## config.mk

```make
export PLATFORM = sky130hd
export DESIGN_NAME = capwin_top
export DESIGN_NICKNAME = d
export VERILOG_FILES = /design/src/rtl/capwin_pkg.sv /design/src/rtl/capwin_opsel.sv /design/src/rtl/capwin_bank.sv /design/src/rtl/capwin_ctrl.sv /design/src/rtl/capwin_top.sv
export SDC_FILE = /design/constraint.sdc
export NUM_CORES = 1
export LEC_CHECK = 0
export ABC_CLOCK_PERIOD_IN_PS = 7000
export CAP_MARGIN = 5
export CORE_AREA = 2 2 251 253
export DETAILED_ROUTE_END_ITERATION = 8
export DIE_AREA = 0 0 253 255
export PLACE_DENSITY = 0.75
export SLEW_MARGIN = 20
export SYNTH_ARGS = -nofsm -noshare
export SYNTH_HDL_FRONTEND = slang
export SYNTH_SLANG_ARGS = --single-unit
```

## constraint.sdc

```tcl
create_clock -name clk -period 7 [get_ports clk]
set_clock_uncertainty 0.1 [all_clocks]
set_input_delay 1.4 -clock clk [delete_from_list [all_inputs] [get_ports clk]]
set_output_delay 1.4 -clock clk [all_outputs]
set_load 0.05 [all_outputs]
```

## src/rtl/capwin_pkg.sv

```systemverilog
package capwin_pkg;
  localparam int WORD_W = 32;

  // word slots decoded from cfg_addr[3:2]
  localparam logic [1:0] SLOT_HDR   = 2'd0;
  localparam logic [1:0] SLOT_OPSEL = 2'd1;
  localparam logic [1:0] SLOT_WIN   = 2'd2;

  // function codes
  localparam logic [7:0] FN_BASE_LO = 8'd0;
  localparam logic [7:0] FN_BASE_HI = 8'd1;
  localparam logic [7:0] FN_MAP     = 8'd2;
  localparam logic [7:0] FN_CAP     = 8'd3;
  localparam logic [7:0] FN_CTRL    = 8'd4;
  localparam logic [7:0] FN_ERR_ST  = 8'd5;
  localparam logic [7:0] FN_ERR_ALO = 8'd6;
  localparam logic [7:0] FN_ERR_AHI = 8'd7;
  localparam int         NUM_FN     = 8;

  localparam int FLUSH_BIT = 1;

  function automatic logic [WORD_W-1:0] hdr_word(input logic [7:0] nxt,
                                                 input logic mce,
                                                 input logic intr);
    return {10'd0, intr, mce, 1'b0, 3'b000, nxt, 8'h0F};
  endfunction

  function automatic logic [WORD_W-1:0] cap_word(input int ndom, input int nmap);
    return {16'd0, 8'(nmap), 8'(ndom)};
  endfunction

  function automatic logic idx_below(input logic [7:0] idx, input int n);
    return int'(idx) < n;
  endfunction
endpackage

```

## src/rtl/capwin_opsel.sv

```systemverilog
module capwin_opsel
  import capwin_pkg::*;
#(
  parameter int NDOM = 4,
  parameter int NMAP = 6
) (
  input  logic              clk,
  input  logic              rst_n,
  input  logic              wr_en,
  input  logic [15:0]       wdata,
  output logic [7:0]        fn_code,
  output logic [7:0]        idx,
  output logic              fn_valid,
  output logic              fn_multi,
  output logic              idx_valid,
  output logic [NUM_FN-1:0] sel
);
  logic [15:0] op_q;

  always_ff @(posedge clk) begin
    if (!rst_n)     op_q <= '0;
    else if (wr_en) op_q <= wdata;
  end

  assign fn_code  = op_q[15:8];
  assign idx      = op_q[7:0];
  assign fn_valid = idx_below(fn_code, NUM_FN);
  assign fn_multi = (fn_code == FN_BASE_LO) || (fn_code == FN_BASE_HI) ||
                    (fn_code == FN_MAP);

  always_comb begin
    unique case (fn_code)
      FN_BASE_LO, FN_BASE_HI: idx_valid = idx_below(idx, NDOM);
      FN_MAP:                 idx_valid = idx_below(idx, NMAP);
      default:                idx_valid = 1'b1;
    endcase
  end

  // one-hot target: code match, and index in range for multi groups
  for (genvar g = 0; g < NUM_FN; g++) begin : g_sel
    assign sel[g] = (fn_code == 8'(g)) && idx_valid;
  end
endmodule

```

## src/rtl/capwin_bank.sv

```systemverilog
module capwin_bank
  import capwin_pkg::*;
#(
  parameter int N = 4
) (
  input  logic                clk,
  input  logic                rst_n,
  input  logic                wr_en,
  input  logic [7:0]          idx,
  input  logic [WORD_W-1:0]   wdata,
  output logic [N*WORD_W-1:0] q_flat,
  output logic [WORD_W-1:0]   rd_data
);
  logic [WORD_W-1:0] q [N];

  for (genvar i = 0; i < N; i++) begin : g_word
    always_ff @(posedge clk) begin
      if (!rst_n)                       q[i] <= '0;
      else if (wr_en && idx == 8'(i))   q[i] <= wdata;
    end
    assign q_flat[i*WORD_W +: WORD_W] = q[i];
  end

  always_comb begin
    rd_data = '0;
    for (int i = 0; i < N; i++) begin
      if (idx == 8'(i)) rd_data = q[i];
    end
  end
endmodule

```

## src/rtl/capwin_ctrl.sv

```systemverilog
module capwin_ctrl
  import capwin_pkg::*;
(
  input  logic              clk,
  input  logic              rst_n,
  input  logic              wr_en,
  input  logic [WORD_W-1:0] wdata,
  input  logic              flush_done_i,
  output logic [WORD_W-1:0] ctrl_q
);
  logic [WORD_W-1:0] ctrl_nxt;
  logic              flush_set;

  assign flush_set = wr_en && wdata[FLUSH_BIT];

  always_comb begin
    ctrl_nxt = wr_en ? wdata : ctrl_q;
    // hardware owns clearing; a fresh set wins over a same-cycle done
    ctrl_nxt[FLUSH_BIT] = flush_set || (ctrl_q[FLUSH_BIT] && !flush_done_i);
  end

  always_ff @(posedge clk) begin
    if (!rst_n) ctrl_q <= '0;
    else        ctrl_q <= ctrl_nxt;
  end
endmodule

```

## src/rtl/capwin_top.sv

```systemverilog
module capwin_top
  import capwin_pkg::*;
#(
  parameter int         NDOM     = 4,
  parameter int         NMAP     = 6,
  parameter logic [7:0] NEXT_PTR = 8'h40,
  parameter bit         MCE_CAP  = 1'b1,
  parameter bit         INT_CAP  = 1'b0
) (
  input  logic                   clk,
  input  logic                   rst_n,
  input  logic [3:0]             cfg_addr,
  input  logic                   cfg_wr,
  input  logic [WORD_W-1:0]      cfg_wdata,
  output logic [WORD_W-1:0]      cfg_rdata,
  input  logic                   flush_done_i,
  input  logic [WORD_W-1:0]      err_status_i,
  input  logic [WORD_W-1:0]      err_addr_lo_i,
  input  logic [WORD_W-1:0]      err_addr_hi_i,
  output logic [NDOM*WORD_W-1:0] base_lo_o,
  output logic [NDOM*WORD_W-1:0] base_hi_o,
  output logic [NMAP*WORD_W-1:0] map_o,
  output logic [WORD_W-1:0]      ctrl_o
);
  localparam logic [WORD_W-1:0] HDR_VAL = hdr_word(NEXT_PTR, MCE_CAP, INT_CAP);
  localparam logic [WORD_W-1:0] CAP_VAL = cap_word(NDOM, NMAP);

  // address decode
  logic aligned, hit_hdr, hit_opsel, hit_win;
  assign aligned   = (cfg_addr[1:0] == 2'b00);
  assign hit_hdr   = aligned && (cfg_addr[3:2] == SLOT_HDR);
  assign hit_opsel = aligned && (cfg_addr[3:2] == SLOT_OPSEL);
  assign hit_win   = aligned && (cfg_addr[3:2] == SLOT_WIN);

  logic opsel_wr, win_wr;
  assign opsel_wr = cfg_wr && hit_opsel;
  assign win_wr   = cfg_wr && hit_win;

  // operation select
  logic [7:0]        fn_code, idx;
  logic              fn_valid, fn_multi, idx_valid;
  logic [NUM_FN-1:0] sel;

  capwin_opsel #(.NDOM(NDOM), .NMAP(NMAP)) u_opsel (
    .clk(clk), .rst_n(rst_n), .wr_en(opsel_wr), .wdata(cfg_wdata[15:0]),
    .fn_code(fn_code), .idx(idx), .fn_valid(fn_valid), .fn_multi(fn_multi),
    .idx_valid(idx_valid), .sel(sel)
  );

  // register groups
  logic [WORD_W-1:0] lo_rd, hi_rd, map_rd;

  capwin_bank #(.N(NDOM)) u_base_lo (
    .clk(clk), .rst_n(rst_n), .wr_en(win_wr && sel[FN_BASE_LO]), .idx(idx),
    .wdata(cfg_wdata), .q_flat(base_lo_o), .rd_data(lo_rd)
  );

  capwin_bank #(.N(NDOM)) u_base_hi (
    .clk(clk), .rst_n(rst_n), .wr_en(win_wr && sel[FN_BASE_HI]), .idx(idx),
    .wdata(cfg_wdata), .q_flat(base_hi_o), .rd_data(hi_rd)
  );

  capwin_bank #(.N(NMAP)) u_map (
    .clk(clk), .rst_n(rst_n), .wr_en(win_wr && sel[FN_MAP]), .idx(idx),
    .wdata(cfg_wdata), .q_flat(map_o), .rd_data(map_rd)
  );

  capwin_ctrl u_ctrl (
    .clk(clk), .rst_n(rst_n), .wr_en(win_wr && sel[FN_CTRL]),
    .wdata(cfg_wdata), .flush_done_i(flush_done_i), .ctrl_q(ctrl_o)
  );

  // window read: sel is one-hot or zero
  logic [WORD_W-1:0] win_rd;
  assign win_rd = ({WORD_W{sel[FN_BASE_LO]}} & lo_rd)
                | ({WORD_W{sel[FN_BASE_HI]}} & hi_rd)
                | ({WORD_W{sel[FN_MAP]}}     & map_rd)
                | ({WORD_W{sel[FN_CAP]}}     & CAP_VAL)
                | ({WORD_W{sel[FN_CTRL]}}    & ctrl_o)
                | ({WORD_W{sel[FN_ERR_ST]}}  & err_status_i)
                | ({WORD_W{sel[FN_ERR_ALO]}} & err_addr_lo_i)
                | ({WORD_W{sel[FN_ERR_AHI]}} & err_addr_hi_i);

  always_comb begin
    if (hit_hdr)        cfg_rdata = HDR_VAL;
    else if (hit_opsel) cfg_rdata = {16'd0, fn_code, idx};
    else if (hit_win)   cfg_rdata = win_rd;
    else                cfg_rdata = '0;
  end
endmodule

```

==> run_results.csv <==
group,metric,value,unit
grt,grt_pass1_vias,18732,
setup_path,critPathRequiredTime,5.50,ns
floorplan,boundaryPins,648,
drt,dr.first_iter.drc_count,2547,
synthesis,synth_top_family_by_area,"simple AND/OR/NAND/NOR gates",
clock_tree,hold_buffers,0,
drt,wl,105800,um
clock_tree,cts_resized,0,
synthesis,postSynth.asyncResetShare,0,%
synthesis,netlist_area,23730,um2
floorplan,core_area,62160,um2
finish,syn2layout_area_growth,38.81,%
setup_path,end_kind,"output port",
grt,grt_pass1_wl,144500,um
finish,utilization,53.00,%
sta,finalSetupViolations,0,
clock_tree,numCtsBuffers,55,
synthesis,muxShareOfSynthArea,11.64,%
drt,vias_per_cell,5.975,
clock_tree,cts_buffer_depth,3,
synthesis,synthSimpleGateAreaFrac,17.51,%
synthesis,yosysMostFrequentCell,"and2_1",
drt,route.detailed.wl_per_inst,33.00,um
sta,min_period,6.083,ns
clock_tree,insertion_delay,0.62,ns
power_and_ir_drop,ir_drop,0.1495,mV
sta,tns,0,ns
clock_tree,post-cts-setup-buffers,0,
sta,max_freq,164.4,MHz
power_and_ir_drop,power.density,222.6,nW/um2
sta,final.period_utilization,86.89,%
place,io_buffers,647,
floorplan,die_area,64520,um2
sta,slew_headroom,23.88,%
synthesis,seq_area_frac_synth,60.74,%
sta,finalHoldViolCount,0,
setup_path,cp_max_fo,31,
floorplan,num_rows,92,
grt,groute.usage.overall,31.76,%
clock_tree,clk_pin_slew,0.06,ns
floorplan,start_util,38.18,%
floorplan,die_h,255,um
synthesis,netlist.area_leader.share,56.69,%
sta,drv_slew,0,
drt,route.detailed.drc,0,
setup_path,cp-start-kind,"register",
sta,grt_setup_unrepaired,"false",
place,hpwl,74040,um
synthesis,ys.flop_type,"edfxtp_1",
clock_tree,clock_sinks,496,
grt,grt_max_degree,84,
synthesis,synth_cells,1771,
place,gp_congestion,1.024,
drt,drtAntennaViolNets,0,
hold_path,holdCritPathClass,"register to register",
clock_tree,htreeDepth,2,
finish,final_nets,2493,
sta,tightest_slew,1.136,ns
grt,antenna_found_initial,14,
synthesis,yosys_warnings,0,
synthesis,synth.area.top_cells,"edfxtp_1, and2_1, mux4_2, dfxtp_1, nand2_1",
synthesis,synth_edf_count,448,
synthesis,synth_cell_type_count,61,
finish,fin_cells,3206,
status,status,"finished clean",
synthesis,synthAdderAreaFrac,0,%
drt,vias,19157,
floorplan,die_w,253,um
clock_tree,clock-root-buffer,"clkbuf_16",
run,max_cap_violations,0,
synthesis,ys_ff_latch,496,
synthesis,syn_area_per_cell,13.40,um2
drt,first_pass_iters,5,
synthesis,synth_top_area_cell,"edfxtp_1",
power_and_ir_drop,p_leak,11.42,nW
finish,drive_above_1_share,12.15,%
synthesis,synthXorXnorAreaFrac,0,%
setup_path,cp_data_arrival_time,4.58,ns
synthesis,syn-num-nets,1907,
setup_path,path_class,"register to output port",
grt,overflow,0,
clock_tree,cts_tree,"yes",
place,dpl.cell_count,3098,
synthesis,synth_common_cells,"and2_1, edfxtp_1, nand2_1",
synthesis,synth-compound-area-share,7.002,%
finish,nFillCells,5111,
[report_power, final]
group | internal, W | switching [W]
clock network | 0.00173 | 0.00123
registers | 0.00331 | 0.0000704
logic | 0.000302 | 0.000679
total | 0.00535 | 0.00198
[cell type report]
type	count	area, um2	area share [%]
diodes	4	10.01	0.03038
clock buffers	76	1516	4.603
clock inverters	27	301.5	0.9153
inverters	8	30.03	0.09115
multi-input cells	1105	8820	26.77
flip-flops and latches	496	14420	43.78
well taps	799	999.7	3.035
repair buffers	691	6842	20.77
[routing by layer]
metal / track usage (%) / vias to the layer above / routed length, um
met5: 0 / - / 22
met4: 11.58 / 4 / 4081
met3: 9.326 / 219 / 13150
met2: 48.45 / 1478 / 47450
met1: 43.17 / 9744 / 41090
li1: - / 7712 / -
[sequential cells by signal, summed over array words and instances, names as in the netlist]
signal         flops
u_base_hi.q      128
u_base_lo.q      128
u_ctrl.ctrl_q     32
u_map.q          192
u_opsel.op_q      16
[worst max-delay path, cell delays in order (launching register included)]
cell	delay (ns)
dfxtp_1	0.38
or4_4	0.62
or4_4	0.59
or2_4	0.48
a2111o_1	0.48
a31oi_1	0.48
clkdlybuf4s50_1	0.92
[through the flow]
step	hold WS (ns)	instance area, um2	setup WS (ns)	power (W)
floorplan	0.3619	23730	0.8509	0.003947
global placement	0.3560	31090	1.289	0.004406
detailed placement	0.3682	31090	1.221	0.004413
CTS	0.3737	32910	0.9547	0.007340
global route	0.3965	32930	0.9286	0.007482
finish	0.3697	32940	0.9174	0.007332
[cells by family after synthesis]
logic type             count (synthesis)
muxes                                135
DFF                                  496
buffers and inverters                170
and+or+nand+nor                      732
AOI/OAI and AO/OA                    238
[final timing paths]
kind	from	end	slack, ns	cells after the start
hold reg to reg	u_ctrl.ctrl_q[17]	u_ctrl.ctrl_q[17]	0.37	2
setup / recovery	u_opsel.op_q[4]	cfg_rdata[13]	0.92	6
setup reg to reg	u_opsel.op_q[0]	u_base_lo.q[3][11]	2.89	5
hold / removal	u_ctrl.ctrl_q[17]	u_ctrl.ctrl_q[17]	0.37	2
[cell usage in the layout (no fill, tap or decap), types with 10 or more instances in the layout]
cell type,synthesis,final
edfxtp_1,448,448
nand2_1,136,136
clkbuf_16,0,56
a31oi_1,25,25
a21boi_0,38,38
clkinv_2,0,10
a22oi_1,22,22
dfxtp_1,48,44
buf_4,0,43
and2_1,453,453
clkdlybuf4s50_1,0,644
mux2i_1,16,16
nor2_1,46,36
mux4_2,112,112
o21ai_4,0,12
o21ai_0,46,34
a211o_1,16,16
a21oi_1,15,15
clkbuf_1,119,16
nand3_1,30,30
(Power assumes the default switching activity.)
